==> src/rtl/mac_pkg.sv <==
package mac_pkg;
  localparam int unsigned OPND_W  = 16;
  localparam int unsigned PROD_W  = 2 * OPND_W;
  localparam int unsigned GUARD_W = 8;
  localparam int unsigned ACC_W   = PROD_W + GUARD_W;
  localparam int unsigned OP_W    = 3;

  typedef enum logic [OP_W-1:0] {
    OP_NOP = 3'd0,
    OP_MUL = 3'd1,
    OP_MAC = 3'd2,
    OP_MSB = 3'd3,
    OP_SAT = 3'd4
  } mac_op_e;

  typedef struct packed {
    logic ld;
    logic add;
    logic sub;
    logic sat;
  } acc_ctl_t;
endpackage

==> src/rtl/mac_cla.sv <==
// Carry-lookahead adder, 4-bit groups, group carries chained.
module mac_cla #(
  parameter int unsigned W = 32
) (
  input  logic [W-1:0] a_i,
  input  logic [W-1:0] b_i,
  input  logic         ci_i,
  output logic [W-1:0] s_o
);
  localparam int unsigned NG = W / 4;

  logic [NG:0] gc;
  assign gc[0] = ci_i;

  for (genvar g = 0; g < NG; g++) begin : g_grp
    logic [3:0] p, k, c;
    logic       grp_g, grp_p;
    assign p = a_i[4*g +: 4] ^ b_i[4*g +: 4];
    assign k = a_i[4*g +: 4] & b_i[4*g +: 4];
    assign c[0] = gc[g];
    assign c[1] = k[0] | (p[0] & gc[g]);
    assign c[2] = k[1] | (p[1] & k[0]) | (p[1] & p[0] & gc[g]);
    assign c[3] = k[2] | (p[2] & k[1]) | (p[2] & p[1] & k[0])
                | (p[2] & p[1] & p[0] & gc[g]);
    assign grp_g = k[3] | (p[3] & k[2]) | (p[3] & p[2] & k[1])
                 | (p[3] & p[2] & p[1] & k[0]);
    assign grp_p = &p;
    assign gc[g+1] = grp_g | (grp_p & gc[g]);
    assign s_o[4*g +: 4] = p ^ c;
  end
endmodule

==> src/rtl/mac_booth_mul.sv <==
// Radix-4 Booth multiplier, full-width sign-extended partial products.
module mac_booth_mul #(
  parameter int unsigned W = 16
) (
  input  logic [W-1:0]   a_i,
  input  logic [W-1:0]   b_i,
  output logic [2*W-1:0] p_o
);
  localparam int unsigned NPP = W / 2;
  localparam int unsigned PW  = 2 * W;

  logic [PW-1:0] ax;
  logic [PW-1:0] pp [NPP];
  logic [PW-1:0] psum;

  assign ax = {{W{a_i[W-1]}}, a_i};

  for (genvar i = 0; i < NPP; i++) begin : g_pp
    logic [2:0]    trip;
    logic [PW-1:0] mult;
    if (i == 0) begin : g_lo
      assign trip = {b_i[1], b_i[0], 1'b0};
    end else begin : g_hi
      assign trip = b_i[2*i+1 : 2*i-1];
    end
    always_comb begin
      unique case (trip)
        3'b001, 3'b010: mult = ax;
        3'b011:         mult = ax << 1;
        3'b100:         mult = -(ax << 1);
        3'b101, 3'b110: mult = -ax;
        default:        mult = '0;
      endcase
    end
    assign pp[i] = mult << (2 * i);
  end

  always_comb begin
    psum = '0;
    for (int k = 0; k < NPP - 1; k++) psum = psum + pp[k];
  end

  mac_cla #(.W(PW)) u_final (
    .a_i (psum),
    .b_i (pp[NPP-1]),
    .ci_i(1'b0),
    .s_o (p_o)
  );
endmodule

==> src/rtl/mac_decode.sv <==
module mac_decode
  import mac_pkg::*;
(
  input  logic [OP_W-1:0] op_i,
  output acc_ctl_t        ctl_o
);
  always_comb begin
    ctl_o = '0;
    unique case (op_i)
      OP_MUL:  ctl_o.ld  = 1'b1;
      OP_MAC:  ctl_o.add = 1'b1;
      OP_MSB:  ctl_o.sub = 1'b1;
      OP_SAT:  ctl_o.sat = 1'b1;
      default: ctl_o = '0;
    endcase
  end
endmodule

==> src/rtl/mac_acc.sv <==
module mac_acc
  import mac_pkg::*;
#(
  parameter int unsigned PW = PROD_W,
  parameter int unsigned AW = ACC_W
) (
  input  logic          clk_i,
  input  logic          rst_ni,
  input  logic          clr_i,
  input  acc_ctl_t      ctl_i,
  input  logic [PW-1:0] prod_i,
  output logic [AW-1:0] acc_o,
  output logic          ovf_o
);
  localparam int unsigned GW = AW - PW;
  localparam logic [AW-1:0] SAT_POS = {{(GW+1){1'b0}}, {(PW-1){1'b1}}};
  localparam logic [AW-1:0] SAT_NEG = {{(GW+1){1'b1}}, {(PW-1){1'b0}}};

  logic [AW-1:0] acc_q, acc_d, pe, addend, sum;
  logic          ovf_q, ovf_d;

  function automatic logic guard_bad(input logic [AW-1:0] v);
    return !((&v[AW-1:PW-1]) || !(|v[AW-1:PW-1]));
  endfunction

  assign pe     = {{GW{prod_i[PW-1]}}, prod_i};
  assign addend = ctl_i.sub ? ~pe : pe;

  mac_cla #(.W(AW)) u_add (
    .a_i (acc_q),
    .b_i (addend),
    .ci_i(ctl_i.sub),
    .s_o (sum)
  );

  always_comb begin
    acc_d = acc_q;
    ovf_d = ovf_q;
    if (clr_i) begin
      acc_d = '0;
      ovf_d = 1'b0;
    end else if (ctl_i.ld) begin
      acc_d = pe;
      ovf_d = guard_bad(pe);
    end else if (ctl_i.add || ctl_i.sub) begin
      acc_d = sum;
      ovf_d = guard_bad(sum);
    end else if (ctl_i.sat) begin
      if (guard_bad(acc_q)) acc_d = acc_q[AW-1] ? SAT_NEG : SAT_POS;
      ovf_d = 1'b0;
    end
  end

  always_ff @(posedge clk_i or negedge rst_ni) begin
    if (!rst_ni) begin
      acc_q <= '0;
      ovf_q <= 1'b0;
    end else begin
      acc_q <= acc_d;
      ovf_q <= ovf_d;
    end
  end

  assign acc_o = acc_q;
  assign ovf_o = ovf_q;
endmodule

==> src/rtl/mac_unit.sv <==
module mac_unit
  import mac_pkg::*;
(
  input  logic              clk_i,
  input  logic              rst_ni,
  input  logic [OPND_W-1:0] a_bus_i,
  input  logic              a_load_i,
  input  logic [OPND_W-1:0] b_bus_i,
  input  logic              b_load_i,
  input  logic [OP_W-1:0]   op_i,
  input  logic              clr_i,
  output logic [PROD_W-1:0] result_o,
  output logic              overflow_o
);
  logic [OPND_W-1:0] opa_q, opb_q;
  logic [PROD_W-1:0] prod;
  logic [ACC_W-1:0]  acc_q;
  acc_ctl_t          ctl;

  always_ff @(posedge clk_i or negedge rst_ni) begin
    if (!rst_ni) begin
      opa_q <= '0;
      opb_q <= '0;
    end else begin
      if (a_load_i) opa_q <= a_bus_i;
      if (b_load_i) opb_q <= b_bus_i;
    end
  end

  mac_decode u_dec (
    .op_i (op_i),
    .ctl_o(ctl)
  );

  mac_booth_mul #(.W(OPND_W)) u_mul (
    .a_i(opa_q),
    .b_i(opb_q),
    .p_o(prod)
  );

  mac_acc #(.PW(PROD_W), .AW(ACC_W)) u_acc (
    .clk_i (clk_i),
    .rst_ni(rst_ni),
    .clr_i (clr_i),
    .ctl_i (ctl),
    .prod_i(prod),
    .acc_o (acc_q),
    .ovf_o (overflow_o)
  );

  assign result_o = acc_q[PROD_W-1:0];
endmodule

==> config.mk <==
export PLATFORM = sky130hd
export DESIGN_NAME = mac_unit
export DESIGN_NICKNAME = d
export VERILOG_FILES = /design/src/rtl/mac_pkg.sv /design/src/rtl/mac_cla.sv /design/src/rtl/mac_booth_mul.sv /design/src/rtl/mac_decode.sv /design/src/rtl/mac_acc.sv /design/src/rtl/mac_unit.sv
export SDC_FILE = /design/constraint.sdc
export NUM_CORES = 1
export LEC_CHECK = 0
export ABC_CLOCK_PERIOD_IN_PS = 13990
export CAP_MARGIN = 20
export CELL_PAD_IN_SITES_DETAIL_PLACEMENT = 1
export CELL_PAD_IN_SITES_GLOBAL_PLACEMENT = 2
export CORE_ASPECT_RATIO = 0.9
export CORE_MARGIN = 5
export CORE_UTILIZATION = 38
export CTS_CLUSTER_SIZE = 20
export DETAILED_ROUTE_END_ITERATION = 10
export PLACE_DENSITY = 0.87
export SETUP_SLACK_MARGIN = 0.5
export SYNTH_ARGS = -nofsm -noshare
export SYNTH_HDL_FRONTEND = slang
export SYNTH_SLANG_ARGS = --single-unit
==> constraint.sdc <==
create_clock -name clk_i -period 13.99 [get_ports clk_i]
set_clock_uncertainty 0.05 [all_clocks]
set_input_delay 1.399 -clock clk_i [delete_from_list [all_inputs] [get_ports clk_i]]
set_output_delay 1.399 -clock clk_i [all_outputs]
set_load 0.05 [all_outputs]
==> metrics.yaml, run 1 <==
async_reset_ff_frac: 1.000
grt_usage: 0.2891
syn-instance-count: 2321
rr_worst_depth: 47
cts_num_sinks: 73
ys_warn_count: 0
synth_edf_count: 0
maxCapViolCount: 0
h-tree-depth: 3
path_class: "reg -> reg"
synthXorXnorAreaFrac: 0.08040
finalHoldViolCount: 0
coreArea_mm2: 0.04439
synth-compound-area-share: 0.2892
required_ns: 14.21
clock.fmax_mhz: 78.36
finalCritPeriodShare: 0.9123
r2r_end: "u_acc.ovf_o"
end_kind: "flop"
fillers: 5561
synth_ff_type: "dfrtp_1"
fp.dieH_um: 211.5
root_buffer: "clkbuf_16"
synth_mux_area_frac: 0.04611
fin_tns_setup_ns: 0
portBuffers: 72
r2r_setup_slack_ns: 1.23
setup_viol_count_final: 0
worst_slew_pin_slew_ns: 1.092
dieArea_mm2: 0.04948
synth.distinct_cells: 78
postRouteAntennaNets: 0
grt_pass1_vias: 17790
nets: 2506
hold_path.class: "reg -> reg"
crit_end: "u_acc.ovf_o"
detail_route.vias_per_cell: 6.236
yosysSeqAreaShare: 0.1065
antenna_found_initial: 3
wl_per_cell_um: 25.66
die_w_um: 233.9
avgSynthCellArea_um2: 7.389
cpMaxStageDelayCell: "dfrtp_1"
wl_um: 72900
cts_buffers: 9
grt_setup_unrepaired: "no"
final_common_cell: "nand2_1"
final_cell_mix: "244 x nand2_1, 239 x a21oi_1, 202 x o21ai_0"
num_rows: 73
clockBufferDepth: 2
dp.cells: 2822
antenna_cells: 0
synth_fa_ha_area_frac: 0.2243
setup_ws_ns: 1.228
final_max_slew_viol_count: 0
synth.cell_area_mm2: 0.01715
yosys-top-cells-area: "fa_1 15%, dfrtp_1 11%, ha_1 7.4%, a21oi_1 7.0%, o21ai_0 5.9%"
start_kind: "flop"
clkTransAtPathRegs_ns: 0.08
drtPass1Iterations: 5
final-instance-count-excl-fill: 2841
drive_gt1_frac: 0.06961
clock_latency_ns: 0.41
grt_start_max_net_pins: 63
synth_largest_area_cell: "fa_1"
crit_arrival_ns: 12.98
synth_top_family_by_area: "compound AO/OA/AOI/OAI gates"
gp_congestion: 0.9668
crit_fanout: 21
relSlewSlack: 0.2720
grt_pass1_wl_um: 110200
overflow: 0
cpPeakStageDelay_ns: 0.66
status: "complete, no violations"
num_vias: 17720
areaGrowthSynthToFinish_pct: 8.011
synth-simple-area-share: 0.1585
preCtsSetupSlack_ns: 0.8804
synth_nets: 2591
dp_hpwl_um: 55750
cts_tree: "built"
drc: 0
ioPinCount: 73
synth_seq_cells: 73
initial_utilization: 0.3863
min_period_ns: 12.76
synth_top_cell_area_share: 0.1506
drtIter0Drc: 1519
worstSetupStartpoint: "opa_q[6]"
reg2reg_from: "opa_q[6]"
## how the worst min path moves through the flow
| stage | end | cells after the start | from |
|---|---|---|---|
| floorplan | u_acc.acc_o[10] | 2 | u_acc.acc_o[10] |
| detailed placement | u_acc.acc_o[2] | 2 | u_acc.acc_o[2] |
| finish | u_acc.acc_o[2] | 2 | u_acc.acc_o[2] |
| global placement | u_acc.acc_o[2] | 2 | u_acc.acc_o[2] |
| global route | u_acc.acc_o[2] | 2 | u_acc.acc_o[2] |
| CTS | u_acc.acc_o[2] | 2 | u_acc.acc_o[2] |
## worst max-delay path: cells and delay by family (launching register included)
| family | cells | cell delay [ns] |
|---|---|---|
| AO/OA/AOI/OAI | 19 | 3.44 |
| buffers and inverters | 3 | 0.14 |
| adder cells (fa/ha/maj) | 8 | 3.37 |
| flip-flops | 1 | 0.66 |
| XOR/XNOR | 5 | 1.36 |
| AND/OR/NAND/NOR | 12 | 3.58 |
## state kept, by name (all words and copies together), names as in the netlist
signal,cells
opb_q,16
u_acc.ovf_o,1
opa_q,16
u_acc.acc_o,40
## layout make-up
class,count,area (µm²),share of cell area
Tap cell,600,750.7,0.04053
Timing Repair Buffer,137,1219,0.06579
Clock inverter,7,77.57,0.004188
Multi-Input combinational cell,1849,13790,0.7445
Sequential cell,73,1837,0.09916
Inverter,166,623.1,0.03364
Clock buffer,9,225.2,0.01216
## per-layer routing
| layer | GRT usage | part of all wire |
|---|---|---|
| met1 | 0.4033 | 0.45 |
| met2 | 0.4544 | 0.45 |
| met3 | 0.06410 | 0.073 |
| met4 | 0.07714 | 0.029 |
| met5 | 0 | 0.00037 |
## timing repair
| item | in CTS | in global routing |
|---|---|---|
| hold buffers | 0 | 0 |
| resized for setup | 0 | 9 |
| setup endpoints to repair | 0 | 3 |
| hold endpoints to repair | 0 | 0 |
| setup buffers | 0 | 2 |
## through the flow
| step | util | instance area, µm² | hold slack, ns |
|---|---|---|---|
| final | 0.4173 | 18520 | 0.4808 |
| after global routing | 0.4173 | 18520 | 0.5251 |
| after CTS | 0.4154 | 18440 | 0.4763 |
| after detailed placement | 0.4086 | 18140 | 0.4611 |
| after global placement | 0.4083 | 18120 | 0.4480 |
| after floorplan | - | 17150 | 0.4231 |
## logic make-up after synthesis
group                      Yosys count
muxes                               71
and+or+nand+nor                    612
AOI/OAI and AO/OA                  784
xor gates and xnor gates           152
DFF                                 73
buffers and inverters              399
adders and majority gates          230
## cells in the mapped netlist (16+ instances only)
cell type / count
o21ai_0: 202
nand2_1: 245
mux2i_1: 43
a21o_1: 29
nor2_1: 191
o22ai_1: 31
fa_1: 129
a21oi_1: 241
xor2_1: 41
and2_1: 32
ha_1: 101
mux2_2: 24
nor2b_1: 22
a211o_1: 17
nand2b_1: 24
o21a_1: 16
inv_1: 164
nor3_1: 24
clkbuf_1: 169
a221oi_1: 24
o211ai_1: 39
buf_1: 29
buf_4: 32
xnor2_1: 108
a211oi_1: 35
dfrtp_1: 73
a31oi_1: 18
o41ai_1: 24
Power of run 1 is left out: the tool's default activity adds up to more than one toggle a clock period on the data nets, which glitch-free logic cannot reach.
==> run 2, diff against run 1 <==
--- a/config.mk
+++ b/config.mk
@@ -14,6 +14,7 @@
 export CORE_UTILIZATION = 38
 export CTS_CLUSTER_SIZE = 20
 export DETAILED_ROUTE_END_ITERATION = 10
+export HOLD_SLACK_MARGIN = 0.12
 export PLACE_DENSITY = 0.87
 export SETUP_SLACK_MARGIN = 0.5
 export SYNTH_ARGS = -nofsm -noshare
==> results of run 2 <==
Final layout, timing and power as in run 1 (identical DEF).
Power of run 2 is left out for the same reason.
